### src/rtl/sar_cal_pkg.sv
// Shared types for the SAR controller: switch codes and sequencer states.
package sar_cal_pkg;

    typedef enum logic [1:0] {
        SW_CM  = 2'b00,
        SW_POS = 2'b01,
        SW_NEG = 2'b10
    } sw_code_t;

    typedef enum logic [2:0] {
        ST_IDLE,
        ST_SAMP,
        ST_CONV,
        ST_CSAMP,
        ST_CFORCE,
        ST_CBITS
    } sar_st_t;

    // Map one comparator decision to a bottom-plate drive code.
    function automatic sw_code_t dec_to_code(input logic b);
        return b ? SW_POS : SW_NEG;
    endfunction

endpackage

### src/rtl/sar_seq.sv
// Sequencer FSM: walks sample and decision cycles for conversion and the
// sample/force/search steps of calibration. Assumes cmp_in is valid during
// each lat cycle and is captured at that cycle's closing edge.
module sar_seq
    import sar_cal_pkg::*;
#(
    parameter int MSB_N = 7,
    parameter int LSB_N = 6,
    parameter int NPOS  = MSB_N + LSB_N,
    parameter int NCAL  = MSB_N - 1,
    parameter int IDX_W = $clog2(NPOS),
    parameter int K_W   = (NCAL > 1) ? $clog2(NCAL) : 1
) (
    input  logic             clk,
    input  logic             rst_n,
    input  logic             start,
    input  logic             cal_start,
    input  logic             cmp_in,
    output sar_st_t          state,
    output logic [IDX_W-1:0] idx,
    output logic [K_W-1:0]   cal_k,
    output logic [NPOS-1:0]  dec,
    output logic [NPOS-1:0]  dec_next,
    output logic             conv_fin,
    output logic             cal_wr,
    output logic             done
);

    logic cal_pend;

    // Decision vector including the bit being decided this cycle.
    always_comb begin
        dec_next = dec;
        if (state == ST_CONV || state == ST_CBITS) begin
            dec_next[idx] = cmp_in;
        end
    end

    // Last-position flags for conversion and for one calibration search.
    always_comb begin
        conv_fin = (state == ST_CONV)  && (idx == IDX_W'(NPOS - 1));
        cal_wr   = (state == ST_CBITS) && (idx == IDX_W'(NPOS - 1));
    end

    // State, counters, decision bits and held calibration request.
    always_ff @(posedge clk) begin
        if (!rst_n) begin
            state    <= ST_IDLE;
            idx      <= '0;
            cal_k    <= '0;
            dec      <= '0;
            cal_pend <= 1'b0;
            done     <= 1'b0;
        end else begin
            done <= 1'b0;
            case (state)
                ST_IDLE: begin
                    dec <= '0;
                    if (cal_start || cal_pend) begin
                        state    <= ST_CSAMP;
                        cal_k    <= '0;
                        cal_pend <= 1'b0;
                    end else if (start) begin
                        state <= ST_SAMP;
                    end
                end
                ST_SAMP: begin
                    state    <= ST_CONV;
                    idx      <= '0;
                    cal_pend <= cal_pend | cal_start;
                end
                ST_CONV: begin
                    dec      <= dec_next;
                    cal_pend <= cal_pend | cal_start;
                    if (conv_fin) begin
                        state <= ST_IDLE;
                        done  <= 1'b1;
                    end else begin
                        idx <= idx + 1'b1;
                    end
                end
                ST_CSAMP: begin
                    state <= ST_CFORCE;
                end
                ST_CFORCE: begin
                    state <= ST_CBITS;
                    idx   <= IDX_W'(MSB_N);
                end
                ST_CBITS: begin
                    dec <= dec_next;
                    if (cal_wr) begin
                        dec <= '0;
                        if (cal_k == K_W'(NCAL - 1)) begin
                            state <= ST_IDLE;
                            done  <= 1'b1;
                        end else begin
                            cal_k <= cal_k + 1'b1;
                            state <= ST_CSAMP;
                        end
                    end else begin
                        idx <= idx + 1'b1;
                    end
                end
                default: state <= ST_IDLE;
            endcase
        end
    end

endmodule

### src/rtl/sar_sw_map.sv
// Switch code generator: turns sequencer state, decision bits and the
// capacitor under calibration into one 2-bit code per bottom plate.
// Assumes position MSB_N-1 is the extra capacitor of the upper segment.
module sar_sw_map
    import sar_cal_pkg::*;
#(
    parameter int MSB_N = 7,
    parameter int LSB_N = 6,
    parameter int NPOS  = MSB_N + LSB_N,
    parameter int IDX_W = $clog2(NPOS),
    parameter int K_W   = 3
) (
    input  sar_st_t            state,
    input  logic [IDX_W-1:0]   idx,
    input  logic [K_W-1:0]     cal_k,
    input  logic [NPOS-1:0]    dec,
    output logic [2*MSB_N-1:0] msb_sw,
    output logic [2*LSB_N-1:0] lsb_sw
);

    for (genvar p = 0; p < MSB_N; p++) begin : g_msb
        // Upper-segment code for position p in every state.
        always_comb begin
            sw_code_t c;
            c = SW_CM;
            case (state)
                ST_CONV: begin
                    if (int'(idx) > p) c = dec_to_code(dec[p]);
                end
                ST_CSAMP: begin
                    if (p == MSB_N - 1)       c = SW_POS;
                    else if (int'(cal_k) == p) c = SW_POS;
                    else if (int'(cal_k) < p)  c = SW_NEG;
                end
                ST_CFORCE, ST_CBITS: begin
                    if (int'(cal_k) == p)     c = SW_NEG;
                    else if (int'(cal_k) < p) c = SW_POS;
                end
                default: c = SW_CM;
            endcase
            msb_sw[2*p +: 2] = c;
        end
    end

    for (genvar j = 0; j < LSB_N; j++) begin : g_lsb
        // Lower-segment code: decided positions only, otherwise common-mode.
        always_comb begin
            sw_code_t c;
            c = SW_CM;
            if ((state == ST_CONV || state == ST_CBITS) &&
                (int'(idx) > MSB_N + j)) begin
                c = dec_to_code(dec[MSB_N + j]);
            end
            lsb_sw[2*j +: 2] = c;
        end
    end

endmodule

### src/rtl/sar_result.sv
// Result assembly: weighted sum of all decisions (upper weights, extra
// capacitor, lower weights), re-centred by half the extra weight and
// clipped to the output range. Purely combinational.
module sar_result #(
    parameter int MSB_N = 7,
    parameter int LSB_N = 6,
    parameter int NPOS  = MSB_N + LSB_N,
    parameter int RES   = MSB_N - 1 + LSB_N
) (
    input  logic [NPOS-1:0] dec_bits,
    output logic [RES-1:0]  code
);

    localparam int SUM_W = RES + 1;
    localparam logic [SUM_W-1:0] OFS  = SUM_W'(1) << (LSB_N - 1);
    localparam logic [SUM_W-1:0] CMAX = (SUM_W'(1) << RES) - SUM_W'(1);

    // Weight of a decision position.
    function automatic logic [SUM_W-1:0] pos_weight(input int p);
        if (p < MSB_N - 1)       return SUM_W'(1) << (RES - 1 - p);
        else if (p == MSB_N - 1) return SUM_W'(1) << LSB_N;
        else                     return SUM_W'(1) << (NPOS - 1 - p);
    endfunction

    logic [SUM_W-1:0] total;

    // Sum weights of positions decided as one.
    always_comb begin
        total = '0;
        for (int p = 0; p < NPOS; p++) begin
            if (dec_bits[p]) total = total + pos_weight(p);
        end
    end

    // Re-centre and clip.
    always_comb begin
        if (total < OFS)              code = '0;
        else if (total - OFS > CMAX)  code = CMAX[RES-1:0];
        else                          code = RES'(total - OFS);
    end

endmodule

### src/rtl/sar_err_bank.sv
// Mismatch error registers, one per calibrated capacitor. Stores the
// lower-segment search result minus half scale as signed two's complement.
// Assumes dec_lsb bit 0 is the first (heaviest) lower decision.
module sar_err_bank #(
    parameter int LSB_N = 6,
    parameter int NCAL  = 6,
    parameter int K_W   = 3
) (
    input  logic                  clk,
    input  logic                  rst_n,
    input  logic                  wr,
    input  logic [K_W-1:0]        wr_k,
    input  logic [LSB_N-1:0]      dec_lsb,
    output logic [NCAL*LSB_N-1:0] cal_err
);

    logic [LSB_N-1:0] raw;
    logic [LSB_N-1:0] signed_val;

    // Reorder decisions so the first one becomes the MSB, then remove half scale.
    always_comb begin
        for (int j = 0; j < LSB_N; j++) raw[LSB_N-1-j] = dec_lsb[j];
        signed_val = {~raw[LSB_N-1], raw[LSB_N-2:0]};
    end

    for (genvar k = 0; k < NCAL; k++) begin : g_reg
        // Register k captures at the end of its own search.
        always_ff @(posedge clk) begin
            if (!rst_n)                         cal_err[k*LSB_N +: LSB_N] <= '0;
            else if (wr && wr_k == K_W'(k))     cal_err[k*LSB_N +: LSB_N] <= signed_val;
        end
    end

endmodule

### src/rtl/sar_cal_ctrl.sv
// Top of the segmented SAR controller with capacitor calibration.
// Assumes a comparator that settles within one lat cycle and an array with
// MSB_N-1 binary upper capacitors, one extra capacitor equal to the lower
// segment, and LSB_N binary lower capacitors.
module sar_cal_ctrl
    import sar_cal_pkg::*;
#(
    parameter int MSB_N = 7,
    parameter int LSB_N = 6
) (
    input  logic                              clk,
    input  logic                              rst_n,
    input  logic                              start,
    input  logic                              cal_start,
    input  logic                              cmp_in,
    output logic                              sample,
    output logic                              lat,
    output logic                              stop,
    output logic [2*MSB_N-1:0]                msb_sw,
    output logic [2*LSB_N-1:0]                lsb_sw,
    output logic                              busy,
    output logic                              done,
    output logic [MSB_N+LSB_N-2:0]            dout,
    output logic                              dout_valid,
    output logic [(MSB_N-1)*LSB_N-1:0]        cal_err
);

    localparam int NPOS  = MSB_N + LSB_N;
    localparam int RES   = MSB_N - 1 + LSB_N;
    localparam int NCAL  = MSB_N - 1;
    localparam int IDX_W = $clog2(NPOS);
    localparam int K_W   = (NCAL > 1) ? $clog2(NCAL) : 1;

    sar_st_t          state;
    logic [IDX_W-1:0] idx;
    logic [K_W-1:0]   cal_k;
    logic [NPOS-1:0]  dec;
    logic [NPOS-1:0]  dec_next;
    logic             conv_fin;
    logic             cal_wr;
    logic [RES-1:0]   res_code;

    sar_seq #(
        .MSB_N(MSB_N), .LSB_N(LSB_N), .NPOS(NPOS), .NCAL(NCAL),
        .IDX_W(IDX_W), .K_W(K_W)
    ) u_seq (
        .clk(clk), .rst_n(rst_n), .start(start), .cal_start(cal_start),
        .cmp_in(cmp_in), .state(state), .idx(idx), .cal_k(cal_k),
        .dec(dec), .dec_next(dec_next), .conv_fin(conv_fin),
        .cal_wr(cal_wr), .done(done)
    );

    sar_sw_map #(
        .MSB_N(MSB_N), .LSB_N(LSB_N), .NPOS(NPOS), .IDX_W(IDX_W), .K_W(K_W)
    ) u_map (
        .state(state), .idx(idx), .cal_k(cal_k), .dec(dec),
        .msb_sw(msb_sw), .lsb_sw(lsb_sw)
    );

    sar_result #(
        .MSB_N(MSB_N), .LSB_N(LSB_N), .NPOS(NPOS), .RES(RES)
    ) u_res (
        .dec_bits(dec_next), .code(res_code)
    );

    sar_err_bank #(
        .LSB_N(LSB_N), .NCAL(NCAL), .K_W(K_W)
    ) u_err (
        .clk(clk), .rst_n(rst_n), .wr(cal_wr), .wr_k(cal_k),
        .dec_lsb(dec_next[MSB_N +: LSB_N]), .cal_err(cal_err)
    );

    // Comparator and sampling controls decoded from the state.
    always_comb begin
        busy   = (state != ST_IDLE);
        stop   = (state == ST_IDLE);
        lat    = (state == ST_CONV) || (state == ST_CBITS);
        sample = (state == ST_SAMP) || (state == ST_CSAMP);
    end

    // Output register: result captured on the last conversion decision.
    always_ff @(posedge clk) begin
        if (!rst_n) begin
            dout       <= '0;
            dout_valid <= 1'b0;
        end else begin
            dout_valid <= conv_fin;
            if (conv_fin) dout <= res_code;
        end
    end

endmodule

### config.mk
export PLATFORM = sky130hd
export DESIGN_NAME = sar_cal_ctrl
export DESIGN_NICKNAME = d
export VERILOG_FILES = /design/src/rtl/sar_cal_pkg.sv /design/src/rtl/sar_seq.sv /design/src/rtl/sar_sw_map.sv /design/src/rtl/sar_result.sv /design/src/rtl/sar_err_bank.sv /design/src/rtl/sar_cal_ctrl.sv
export SDC_FILE = /design/constraint.sdc
export NUM_CORES = 1
export LEC_CHECK = 0
export ABC_CLOCK_PERIOD_IN_PS = 4700
export BUFFER_PORTS_ARGS = -buffer_cell sky130_fd_sc_hd__buf_4
export CAP_MARGIN = 20
export CORE_MARGIN = 2
export CORE_UTILIZATION = 48
export CTS_CLUSTER_SIZE = 20
export DETAILED_ROUTE_END_ITERATION = 16
export PLACE_DENSITY = 0.71
export SLEW_MARGIN = 20
export SYNTH_ARGS = -nofsm -noshare
export SYNTH_HDL_FRONTEND = slang
export SYNTH_SLANG_ARGS = --single-unit
### constraint.sdc
create_clock -name clk -period 4.7 [get_ports clk]
set_input_delay 0.47 -clock clk [delete_from_list [all_inputs] [get_ports clk]]
set_output_delay 0.47 -clock clk [all_outputs]
set_load 0.1 [all_outputs]
# Word-level counts from Yosys, hierarchy flattened
# Cells that the tools add are included.
[totals]
ff_bits = 74
latch_bits = 0
ram_bits = 0
romBits = 0
in_bits = 5
output_inout_bits = 80
word_cells = 219
mem_count = 0
[classes]
addsub = 15
multipliers = 0
div_mod_pow = 0
order_cmp = 23
n_eq_ne = 24
shifts = 0
mux = 109
bitwise = 2
reduce_logical = 32
[ops]
columns = ["cell", "count"]
rows = [
  ["$mux 13", 26],
  ["$add 13x13->13", 11],
  ["$mux 2", 44],
  ["$pmux 2 s3", 7],
  ["$pmux 13 s3", 1],
  ["$mux 12", 3],
  ["$eq 3x3->1 const B", 8],
  ["$mux 3", 7],
  ["$gt 4x4->1 const B", 5],
  ["$eq 3x2->1 const B", 6],
  ["$pmux 3 s6", 1],
  ["$gt 4x3->1 const B", 4],
  ["$pmux 4 s4", 1],
  ["$logic_and 1x1->1", 15],
  ["$add 12x13->13", 1],
  ["$bwmux 13", 1],
  ["$gt 13x12->1 const B", 1],
  ["$lt 13x6->1 const B", 1],
  ["$sub 13x6->13 const B", 1],
  ["$mux 1", 12],
  ["$logic_not 3->1", 3],
  ["$lt 3x3->1 const B", 3],
  ["$gt 4x1->1 const B", 2],
  ["$gt 4x2->1 const B", 2],
  ["other kinds (25)", 39],
]

# Depth between registers and ports, before layout
# Gate-level depths: netlist of run 1.
[logic_depth]
ltp_word = 35
depth_mapped = 16
mapped_depth_nobuf = 14

# Modules after synthesis
# Synthesis of run 1 repeated with hierarchy kept, for this count alone.
[unflattened]
cells_unflattened = 538
hier_area_um2 = 4628.2
[by_module_without_submodules]
columns = ["mod", "instances", "cells_per_inst", "area_each_um2", "seq_area_each_um2"]
rows = [
  ["sar_seq", 1, 195, 1610.3, 500.5],
  ["sar_err_bank", 1, 129, 1337.5, 720.7],
  ["sar_result", 1, 76, 581.8, 0.0],
  ["sar_sw_map", 1, 91, 566.8, 0.0],
  ["sar_cal_ctrl", 1, 47, 531.8, 260.2],
]

# Least setup slack after synthesis of run 1
# Ideal clock, no wire load.
[synth_timing]
path_kind = "register to output"
from = "register u_seq.state[0]"
to = "output lsb_sw[10]"
arrival_ps = 3612
t_required_ps = 4230
setup_slack_ps = 618
path_stages_with_launch = 8
n_path_buf = 2
path_cell_list = "dfxtp_1 buf_6 nor3b_4 clkbuf_1 nor2_1 nor2_1 nand2_1 nor3b_1"
[synth_via]
elab_chain_len = 4
word_cells_on_any_way = 5
classes_between = "eq/ne: 2; mux: 1; reduce/logical: 2"
[synth_rtl]
columns = ["item", "line", "rtl"]
rows = [
  ["start, declared", "sar_seq.sv:19", "output sar_st_t state,"],
  ["start signal, assigned", "sar_seq.sv:48", "state <= ST_IDLE;"],
  ["start signal, assigned", "sar_seq.sv:60", "state <= ST_CSAMP;"],
  ["start signal, assigned", "sar_seq.sv:64", "state <= ST_SAMP;"],
  ["$eq 3x2->1 / $eq 3x3->1 (equally long branches)", "sar_sw_map.sv:50", "if ((state == ST_CONV || state == ST_CBITS) &&"],
  ["$logic_or 1x1->1 (*)", "sar_sw_map.sv:50", ""],
  ["$logic_and 1x1->1 (*)", "sar_sw_map.sv:50", ""],
  ["$mux 2 (*)", "sar_sw_map.sv:50", ""],
  ["end, declared", "sar_cal_ctrl.sv:20", "output logic [2*LSB_N-1:0] lsb_sw,"],
]
# Mark *: on every way between the ends. The rest lies on a longest branch, timed or not.

# Final worst setup path of run 1
[layout_timing]
from = "register u_seq.state[0]"
to = "register dout[7]"
[layout_via]
elab_chain_len = 32
word_cells_on_any_way = 35
classes_between = "add/sub: 13; order compare: 2; eq/ne: 2; mux: 16; reduce/logical: 2"
[layout_rtl]
columns = ["item", "line", "rtl"]
rows = [
  ["$eq 3x2->1 / $eq 3x3->1 (equally long branches)", "sar_seq.sv:34, sar_seq.sv:41", ""],
  ["$logic_or 1x1->1", "sar_seq.sv:34", "if (state == ST_CONV || state == ST_CBITS) begin"],
  ["$mux 13", "sar_seq.sv:34", ""],
  ["$mux 12", "sar_result.sv:31", "if (dec_bits[p]) total = total + pos_weight(p);"],
  ["$add 12x13->13", "sar_result.sv:31", ""],
  ["$mux 13", "sar_result.sv:31", ""],
  ["$add 13x13->13", "sar_result.sv:31", ""],
  ["$mux 13", "sar_result.sv:31", ""],
  ["[... 16 more ...]", "n/a", ""],
  ["$add 13x13->13", "sar_result.sv:31", ""],
  ["$mux 13", "sar_result.sv:31", ""],
  ["$add 13x13->13", "sar_result.sv:31", ""],
  ["$mux 13", "sar_result.sv:31", ""],
  ["$sub 13x6->13", "sar_result.sv:38", "else if (total - OFS > CMAX) code = CMAX[RES-1:0];"],
  ["$gt 13x12->1", "sar_result.sv:38", ""],
  ["$mux 12", "sar_result.sv:38", ""],
  ["$mux 12", "sar_result.sv:37", "if (total < OFS) code = '0;"],
  ["end signal, assigned", "sar_cal_ctrl.sv:88", "if (conv_fin) dout <= res_code;"],
  ["end, declared", "sar_cal_ctrl.sv:23", "output logic [MSB_N+LSB_N-2:0] dout,"],
]
# Several ways; a longest one is shown, not always the timed one.
# A chain may end at the register's enable or synchronous reset.

==> summary.txt, run 1 <==
Outcome
  • Status: finished clean

Layout
  • NumNets Final: 633
  • Util after Layout: 59.7%
  • Most frequent cells in the layout: nor2_1, buf_4, dfxtp_1, nand2_1, a211oi_1
  • Final non-filler cell total: 728
  • Synth-to-Final Area Change: 20.7%
  • Commonest non-fill, non-tap cell in the layout: nor2_1
  • Share of cells above drive strength 1: 19.4%
  • N_diodes: 0

Die
  • Vert. Die Dim: 98.6 um
  • Die X: 98.6 um
  • Core area: 8680 um2
  • Initial core utilization: 49.5%
  • IO Pins: 85
  • Rows: 34
  • Full die area: 9710 um2

Synthesis
  • Top cell type by total area after synthesis: dfxtp_1
  • Post-synthesis xor/xnor area fraction: 1.02%
  • Synth top area share: 34.5%
  • Post-synthesis register bit count: 74
  • EDFF count, synth: 0
  • Synth Area in Compound Gates: 28.4%
  • Gate count after technology mapping: 551
  • Fraction of synthesized area in multiplexers: 4.69%
  • Post-Syn Area per Cell: 7.79 um2
  • Synthesis Warnings: 0
  • Yosys cell types: 64
  • Cell Area, Synth: 4290 um2
  • Post-Synth Simple-Gate Area: 21.4%
  • Adder-Cell Fraction of Synth Area: 3.79%
  • Sequential area share after synthesis: 34.5%
  • Syn nets: 569
  • Post-synth top flop: dfxtp_1
  • Largest family of logic cells by synthesized area: compound AO/OA/AOI/OAI gates
  • Post-synth ARST share: 0%
  • Synth area leaders: dfxtp_1, nor2_1, a211oi_1

Worst setup path
  • Startpoint types: register
  • Cell mode on critical path: mux2i_1
  • Critical path required time: 4940 ps
  • WP data arrival: 4510 ps
  • Worst-path cell chain: and3b_1 > o211a_1 > mux2i_1 > inv_1 > ha_1 > nand2b_1 > mux2i_1 > nand3b_1 > a21oi_1 > o32a_1 > or3b_1 > a32o_1
  • Critical Path Max Stage Delay: 680 ps
  • Crit Path Class: register to register
  • Max FO, Critical Path: 18
  • CP Capture Type: register
  • Worst path slowest cell: dfxtp_1

Timing
  • Clock Skews: 9.54 ps
  • Headroom to the max-slew limit: 24.1%
  • Final Cycle Share: 90.9%
  • Final hold violation count: 0
  • Worst-Margin Slew: 1140 ps
  • Final Setup Violations: 0
  • RSZ-0062 raised after global routing: false
  • Post-layout min period: 4270 ps
  • Slew Viols, Final: 0
  • Min Hold Slack: 430 ps
  • Setup TNS: 0 ps
  • Max frequency: 0.234 GHz

Clocking
  • Clk slew on worst S/H paths: 90 ps
  • PostCTS Resize Cnt: 0
  • Max clock buf depth: 2
  • Post-CTS Setup Inserts: 0
  • H-tree depth: 3
  • Hold-fix buffers at CTS: 0
  • # clock sinks: 74
  • Clk_lat worst skew: 350 ps
  • CTS Root Cell: clkbuf_8
  • CTS Buf Count: 9
  • CTS tree: built

Power
  • Leak: 2.07 nW
  • Max VDD drop: 206 uV
  • Pwr/cell area: 389 nW/um2

GRT
  • Largest net degree at the start of global routing: 30
  • First-pass GRT wire length: 20000 um
  • Total GRT Usage: 25.3%
  • Via count of the first global-routing pass: 3973
  • Global route overflow: 0
  • Initial antenna violation count: 0

Drt
  • DRC viols: 0
  • WL/cell: 17.2 um
  • Pre-Repair DR Iteration Count: 5
  • WL final: 12500 um
  • Via count: 4322
  • Detail-routed via count per cell: 5.94
  • Post-detailed-route count of antenna-violating nets: 0
  • First DRT Iteration DRCs: 369

Placed design
  • Dpl cells: 712
  • Placer Congestion: 0.899
  • Post-detail-place hpwl: 9190 um
  • Count of input and output buffers: 84

Job
  • Max-cap check violation count: 0

Worst hold path
  • Hold Crit Class: input pin to register
## cell usage after synthesis (all sizes together), types with 2 or more instances
library cell,n
a211oi,42
o221a,2
a311o,2
buf,6
nand3,12
or2,3
o211a,2
o211ai,5
a311oi,5
o221ai,5
o22ai,8
nor3b,4
nand2b,6
nand3b,3
clkbuf,31
a222oi,3
nor2b,2
a32o,5
xnor2,3
mux2i,19
o2111ai,3
nor4,2
ha,13
o21ai,23
a21oi,34
a2111oi,5
a21o,4
nor3,8
a31oi,3
a21boi,2
nand2,46
nor2,104
and3,6
or3b,2
a32oi,2
inv,27
xor2,2
a22oi,6
dfxtp,74
## metal layers
metal	vias to the layer above	wire, um	track usage (%)
met1	2014	5780	33.8
met3	27	620	4.18
li1	2129	-	-
met4	0	314	8.85
met5	-	0	0
met2	152	5820	41.4
## cells by family after synthesis
group / Yosys count
buffers and inverters: 65
AND/OR/NAND/NOR: 205
multiplexers: 20
XOR/XNOR: 5
adder cells (fa/ha/maj): 13
flip-flops: 74
AO/OA/AOI/OAI: 169
## registers in the layout, summed over array words and instances, names as in the netlist
signal          flops
u_seq.state         3
dout_valid          1
u_seq.cal_k         3
u_seq.dec          13
u_seq.cal_pend      1
u_seq.idx           4
u_seq.done          1
dout               12
u_err.cal_err      36
## power by group
| part | total (W) | switching (W) | internal [W] |
|---|---|---|---|
| sequential | 0.000685 | 0.0000397 | 0.000645 |
| combinational | 0.000804 | 0.000605 | 0.000199 |
| clock | 0.000524 | 0.000270 | 0.000255 |
## final timing paths
check	slack [ps]	cells after the start	startpoint	to
worst min register to register	490	2	dout[11]$_SDFFE_PN0P_	dout[11]$_SDFFE_PN0P_
worst max register to register	430	12	u_seq.state[0]$_SDFFE_PN0P_	dout[7]$_SDFFE_PN0P_
worst min-delay path	430	2	rst_n	u_seq.cal_k[0]$_SDFFE_PN0P_
worst max-delay path	430	12	u_seq.state[0]$_SDFFE_PN0P_	dout[7]$_SDFFE_PN0P_
## worst max-delay path: cells and delay by family, from the launching register on
kind	cells	cell delay, ps
AND/OR/NAND/NOR	4	1320
multiplexers	2	680
AO/OA/AOI/OAI	4	1080
buffers and inverters	1	90
flip-flops	1	680
adder cells (fa/ha/maj)	1	310
## cell type report
type	count	area (um2)
Clock buffer	9	124
Clock inverter	7	82.6
Fill cell	798	3500
Inverter	28	105
Multi-Input combinational cell	412	2550
Sequential cell	74	1480
Tap cell	108	135
Timing Repair Buffer	90	696
## per-stage QoR
step | total power, W | instance area, um2 | setup slack [ps]
detailed placement | 0.00149 | 4970 | 495
global route | 0.00211 | 5180 | 96.2
floorplan | 0.00135 | 4290 | 618
CTS | 0.00201 | 5180 | 482
finish | 0.00201 | 5180 | 429
global placement | 0.00148 | 4940 | 750
(Power assumes the default switching activity.)
==> run 2, diff against run 1 <==
--- a/config.mk
+++ b/config.mk
@@ -8,6 +8,7 @@
 export ABC_CLOCK_PERIOD_IN_PS = 4700
 export BUFFER_PORTS_ARGS = -buffer_cell sky130_fd_sc_hd__buf_4
 export CAP_MARGIN = 20
+export CORE_ASPECT_RATIO = 1.25
 export CORE_MARGIN = 2
 export CORE_UTILIZATION = 48
 export CTS_CLUSTER_SIZE = 20
==> summary.txt, run 2 (synthesis gave the netlist of run 1 again) <==
Outcome
  • Status: finished clean (unchanged)

Worst hold path
  • Hold Crit Class: input pin to register (unchanged)

Placed design
  • Placer Congestion: 0.893 (was 0.899)
  • Count of input and output buffers: 84 (unchanged)
  • Post-detail-place hpwl: 9260 um (was 9190 um)

Die
  • Core area: 8700 um2 (was 8680 um2)
  • Initial core utilization: 49.3% (was 49.5%)
  • IO Pins: 85 (unchanged)
  • Full die area: 9720 um2 (was 9710 um2)
  • Die X: 88.6 um (was 98.6 um)
  • Vert. Die Dim: 110 um (was 98.6 um)
  • Rows: 38 (was 34)

Layout
  • N_diodes: 0 (unchanged)
  • Util after Layout: 59.6% (was 59.7%)
  • Share of cells above drive strength 1: 19.3% (was 19.4%)
  • Most frequent cells in the layout: nor2_1, buf_4, dfxtp_1, nand2_1, a211oi_1 (unchanged)
  • Commonest non-fill, non-tap cell in the layout: nor2_1 (unchanged)
  • Filler instances: 829 (was 798)
  • Synth-to-Final Area Change: 20.8% (was 20.7%)
  • NumNets Final: 635 (was 633)
  • Max reg flops: 36 (unchanged)
  • Top reg by flops: u_err.cal_err (unchanged)
  • Biggest regs: u_err.cal_err: 36 flops, u_seq.dec: 13 flops, dout: 12 flops (unchanged)

Drt
  • First DRT Iteration DRCs: 315 (was 369)
  • WL final: 12800 um (was 12500 um)
  • Detail-routed via count per cell: 5.99 (was 5.94)
  • Pre-Repair DR Iteration Count: 5 (unchanged)
  • DRC viols: 0 (unchanged)
  • WL/cell: 17.2 um (about the same)
  • Post-detailed-route count of antenna-violating nets: 0 (unchanged)
  • Via count: 4443 (was 4322)

Clocking
  • CTS tree: built (unchanged)
  • Clk_lat worst skew: 350 ps (about the same)
  • Post-CTS Setup Inserts: 0 (unchanged)
  • Hold-fix buffers at CTS: 0 (unchanged)
  • Clk slew on worst S/H paths: 80 ps (was 90 ps)
  • PostCTS Resize Cnt: 0 (unchanged)
  • CTS Root Cell: clkbuf_8 (unchanged)
  • # clock sinks: 74 (unchanged)
  • Max clock buf depth: 2 (unchanged)
  • H-tree depth: 3 (unchanged)
  • CTS Buf Count: 9 (unchanged)

Timing
  • Headroom to the max-slew limit: 24.0% (was 24.1%)
  • Setup TNS: 0 ps (unchanged)
  • RSZ-0062 raised after global routing: false (unchanged)
  • Final Cycle Share: 90.8% (was 90.9%)
  • Final Setup Violations: 0 (unchanged)
  • Final hold violation count: 0 (unchanged)
  • Post-layout min period: 4270 ps (about the same)
  • Worst-Margin Slew: 1140 ps (about the same)
  • Max frequency: 0.234 GHz (about the same)
  • Slew Viols, Final: 0 (unchanged)
  • Clock Skews: 7.30 ps (was 9.54 ps)

Power
  • Pwr/cell area: 388 nW/um2 (was 389 nW/um2)
  • Max VDD drop: 165 uV (was 206 uV)
  • Leak: 2.07 nW (about the same)

GRT
  • Global route overflow: 0 (unchanged)
  • Total GRT Usage: 26.3% (was 25.3%)
  • Largest net degree at the start of global routing: 35 (was 30)
  • Initial antenna violation count: 0 (unchanged)
  • Via count of the first global-routing pass: 3951 (was 3973)
  • First-pass GRT wire length: 19700 um (was 20000 um)

Worst setup path
  • Crit Path Class: register to register (unchanged)
  • Cell mode on critical path: mux2i_1 (unchanged)
  • WP data arrival: 4520 ps (was 4510 ps)
  • Startpoint types: register (unchanged)
  • Max FO, Critical Path: 18 (unchanged)
  • CP Capture Type: register (unchanged)
  • Worst-path cell chain: and3b_1 > o211a_1 > mux2i_1 > inv_1 > ha_1 > nand2b_1 > mux2i_1 > nand3b_1 > a21oi_1 > o32a_1 > or3b_1 > a32o_1 (unchanged)
  • Critical Path Max Stage Delay: 690 ps (was 680 ps)
  • Critical path required time: 4950 ps (was 4940 ps)
  • Worst path slowest cell: dfxtp_1 (unchanged)

Job
  • Max-cap check violation count: 0 (unchanged)
-- run 2: layout make-up --
cell class	count	area [um2]	area share (%)
clock inverters	5	62.6	1.21
inverters	28	105	2.03
clock buffers	11	141	2.73
well taps	120	150	2.90
repair buffers	92	691	13.3
flip-flops and latches	74	1480	28.6
multi-input cells	412	2550	49.2
-- run 2: metal layers --
metal | part of all wire [%] | vias up | routed length [um] | global-route usage (%)
met1 | 43 | 2116 | 5440 | 32.8
met5 | 0 | - | 0 | 0
met4 | 3.6 | 0 | 456 | 13.5
met2 | 49 | 158 | 6230 | 43.9
met3 | 5.0 | 33 | 633 | 3.68
li1 | - | 2136 | - | -
-- run 2: worst paths after layout --
kind | from | to | slack, ps | cells past startpoint
max | u_seq.state[0]$_SDFFE_PN0P_ | dout[7]$_SDFFE_PN0P_ | 430 | 12
min | cal_start | u_seq.cal_pend$_SDFFE_PN0P_ | 420 | 3
max reg2reg | u_seq.state[0]$_SDFFE_PN0P_ | dout[7]$_SDFFE_PN0P_ | 430 | 12
min reg2reg | dout[11]$_SDFFE_PN0P_ | dout[11]$_SDFFE_PN0P_ | 470 | 2
-- run 2: critical path: cells and delay by family, from the launching register on --
kind	cells	cell delay, ps
flip-flops	1	690
AND/OR/NAND/NOR	4	1320
AO/OA/AOI/OAI	4	1070
buffers and inverters	1	100
multiplexers	2	680
adder cells (fa/ha/maj)	1	310
-- run 2: power by group --
part,switching (W),internal [W],total (W)
Clock,0.000248,0.000263,0.000510
Combinational,0.000613,0.000201,0.000814
Sequential,0.0000390,0.000645,0.000684
Total,0.000900,0.00111,0.00201
-- run 2: through the flow --
step | hold slack (ps) | instance area, um2 | setup slack, ps | total power (W) | std cells
after global routing | 421 | 5180 | 144 | 0.00211 | 742
after detailed placement | 459 | 4970 | 526 | 0.00150 | 725
final | 424 | 5180 | 433 | 0.00201 | 742
after CTS | 416 | 5180 | 482 | 0.00201 | 741
after global placement | 454 | 4970 | 763 | 0.00149 | 725
after floorplan | 479 | 4290 | 618 | 0.00135 | 551
==> run 3, diff against run 2 <==
--- a/config.mk
+++ b/config.mk
@@ -10,10 +10,10 @@
 export CAP_MARGIN = 20
 export CORE_ASPECT_RATIO = 1.25
 export CORE_MARGIN = 2
-export CORE_UTILIZATION = 48
+export CORE_UTILIZATION = 45
 export CTS_CLUSTER_SIZE = 20
 export DETAILED_ROUTE_END_ITERATION = 16
-export PLACE_DENSITY = 0.71
+export PLACE_DENSITY = 0.67
 export SLEW_MARGIN = 20
 export SYNTH_ARGS = -nofsm -noshare
 export SYNTH_HDL_FRONTEND = slang
==> summary.txt, run 3 (synthesis gave the netlist of run 1 again) <==
Timing
  • Headroom to the max-slew limit: 27.1% (was 24.0%)
  • Final Setup Violations: 0 (unchanged)
  • Slew Viols, Final: 0 (unchanged)
  • Final Cycle Share: 88.9% (was 90.8%)
  • Worst-Margin Slew: 1090 ps (was 1140 ps)
  • Post-layout min period: 4180 ps (was 4270 ps)
  • Setup TNS: 0 ps (unchanged)
  • Clock Skews: 7.75 ps (was 7.30 ps)
  • Final hold violation count: 0 (unchanged)
  • RSZ-0062 raised after global routing: false (unchanged)
  • Final worst slack: 520 ps (was 433 ps)
  • Max frequency: 0.239 GHz (was 0.234 GHz)

Clocking
  • Post-CTS Setup Inserts: 0 (unchanged)
  • Clk_lat worst skew: 340 ps (was 350 ps)
  • CTS Root Cell: clkbuf_16 (was clkbuf_8)
  • CTS Buf Count: 9 (unchanged)
  • H-tree depth: 3 (unchanged)
  • CTS tree: built (unchanged)
  • # clock sinks: 74 (unchanged)
  • PostCTS Resize Cnt: 0 (unchanged)
  • Clk slew on worst S/H paths: 70 ps (was 80 ps)
  • Max clock buf depth: 2 (unchanged)
  • Hold-fix buffers at CTS: 0 (unchanged)

GRT
  • Via count of the first global-routing pass: 4015 (was 3951)
  • Initial antenna violation count: 0 (unchanged)
  • First-pass GRT wire length: 20600 um (was 19700 um)
  • Total GRT Usage: 24.6% (was 26.3%)
  • Largest net degree at the start of global routing: 66 (was 35)
  • Global route overflow: 0 (unchanged)

Worst setup path
  • Max FO, Critical Path: 18 (unchanged)
  • R2R Setup Slk: 520 ps (was 430 ps)
  • Cell mode on critical path: mux2i_1 (unchanged)
  • Crit Path Class: register to register (unchanged)
  • WP data arrival: 4410 ps (was 4520 ps)
  • Reg2reg start: u_seq.state[0]$_SDFFE_PN0P_ (unchanged)
  • Critical path required time: 4930 ps (was 4950 ps)
  • CP Capture Type: register (unchanged)
  • Startpoint types: register (unchanged)
  • Critical Path Max Stage Delay: 680 ps (was 690 ps)
  • R2R depth: 12 (unchanged)
  • Reg-to-Reg End: dout[7]$_SDFFE_PN0P_ (unchanged)
  • Worst path slowest cell: dfxtp_1 (unchanged)
  • Worst-path cell chain: and3b_1 > o211a_1 > mux2i_1 > inv_1 > ha_1 > nand2b_1 > mux2i_1 > nand3b_1 > a21oi_1 > o32a_1 > or3b_1 > a32o_1 (unchanged)

Power
  • Leak: 2.11 nW (was 2.07 nW)
  • Max VDD drop: 243 uV (was 165 uV)
  • Pwr/cell area: 422 nW/um2 (was 388 nW/um2)

Placed design
  • Placer Congestion: 0.887 (was 0.893)
  • Placed cell area: 4960 um2 (was 4970 um2)
  • Setup slack at placement: 578 ps (was 526 ps)
  • Count of input and output buffers: 84 (unchanged)
  • Post-detail-place hpwl: 9200 um (was 9260 um)

Die
  • Full die area: 10300 um2 (was 9720 um2)
  • Initial core utilization: 46.5% (was 49.3%)
  • Rows: 39 (was 38)
  • Die X: 91.3 um (was 88.6 um)
  • Core area: 9220 um2 (was 8700 um2)
  • IO Pins: 85 (unchanged)
  • Vert. Die Dim: 113 um (was 110 um)

Drt
  • Post-detailed-route count of antenna-violating nets: 0 (unchanged)
  • WL/cell: 17.1 um (was 17.2 um)
  • WL final: 12700 um (was 12800 um)
  • Pre-Repair DR Iteration Count: 5 (unchanged)
  • First DRT Iteration DRCs: 333 (was 315)
  • DRC viols: 0 (unchanged)
  • Via count: 4286 (was 4443)
  • Detail-routed via count per cell: 5.78 (was 5.99)

Worst hold path
  • Hold path start: rst_n (was cal_start)
  • Hold Crit Class: input pin to register (unchanged)
  • Hold Path Depth: 2 (was 3)
  • Hold path endpoint: u_seq.cal_k[0]$_SDFFE_PN0P_ (was u_seq.cal_pend$_SDFFE_PN0P_)

Layout
  • Top reg by flops: u_err.cal_err (unchanged)
  • Commonest non-fill, non-tap cell in the layout: nor2_1 (unchanged)
  • N_diodes: 0 (unchanged)
  • Max reg flops: 36 (unchanged)
  • NumNets Final: 632 (was 635)
  • Biggest regs: u_err.cal_err: 36 flops, u_seq.dec: 13 flops, dout: 12 flops (unchanged)
  • Util after Layout: 57.1% (was 59.6%)
  • Filler instances: 863 (was 829)
  • Design Area, Final: 5270 um2 (was 5180 um2)
  • Synth-to-Final Area Change: 22.8% (was 20.8%)
  • Share of cells above drive strength 1: 19.2% (was 19.3%)
  • Most frequent cells in the layout: nor2_1, buf_4, dfxtp_1, nand2_1, a211oi_1 (unchanged)

Job
  • Max-cap check violation count: 0 (unchanged)

Outcome
  • Status: finished clean (unchanged)
[run 3: cell count changes in the layout (fill, tap and decap cells not counted)]
cell        before  now
buf_4           91   89
clkbuf_1         1    0
clkbuf_16        0    9
clkbuf_4         1    0
clkbuf_8        10    0
clkinv_1         2    1
clkinv_2         0    1
clkinvlp_4       2    1
inv_6            1    4
[run 3: worst max-delay path by stage]
stage / endpoint / slack [ps] / cells after the start / startpoint
after detailed placement: dout[7]$_SDFFE_PN0P_ / 580 / 12 / u_seq.state[0]$_SDFFE_PN0P_
after floorplan: lsb_sw[10] / 620 / 7 / u_seq.state[0]$_SDFFE_PN0P_
after global placement: dout[7]$_SDFFE_PN0P_ / 760 / 12 / u_seq.state[0]$_SDFFE_PN0P_
after global routing: dout[7]$_SDFFE_PN0P_ / 120 / 12 / u_seq.state[0]$_SDFFE_PN0P_
final: dout[7]$_SDFFE_PN0P_ / 520 / 12 / u_seq.state[0]$_SDFFE_PN0P_
after CTS: dout[7]$_SDFFE_PN0P_ / 570 / 12 / u_seq.state[0]$_SDFFE_PN0P_
[run 3: power by group]
part	internal [W]	leakage, nW	switching (W)
Clock	0.000420	0.147	0.000298
Sequential	0.000646	0.597	0.0000383
Combinational	0.000204	1.36	0.000618
Total	0.00127	2.11	0.000954
[run 3: critical path, delay by kind of cell, from the launching register on]
family	cells	cell delay, ps
buffers and inverters	1	90
and+or+nand+nor	4	1270
adders and majority gates	1	310
DFF	1	680
muxes	2	690
AOI/OAI and AO/OA	4	1040
[run 3: metrics by stage]
step / hold WS [ps] / std cells / total power [W]
after global routing: 447 / 742 / 0.00231
after global placement: 456 / 726 / 0.00150
after floorplan: 479 / 551 / 0.00135
after CTS: 438 / 742 / 0.00222
after detailed placement: 464 / 726 / 0.00151
final: 439 / 742 / 0.00222
[run 3: layout make-up]
class                   count  area [um2]  area share (%)
clock buffers               9         225            4.27
repair buffers             89         668            12.7
inverters                  28         106            2.02
clock inverters             7        81.3            1.54
well taps                 123         154            2.92
flip-flops and latches     74        1480            28.1
multi-input cells         412        2550            48.4
[run 3: routing by layer]
metal / up-vias / GRT usage (%) / wire (um)
li1: 2128 / - / -
met1: 2027 / 31.8 / 5720
met2: 112 / 42.3 / 6240
met3: 19 / 3.79 / 544
met4: 0 / 7.27 / 199
met5: - / 0 / 0
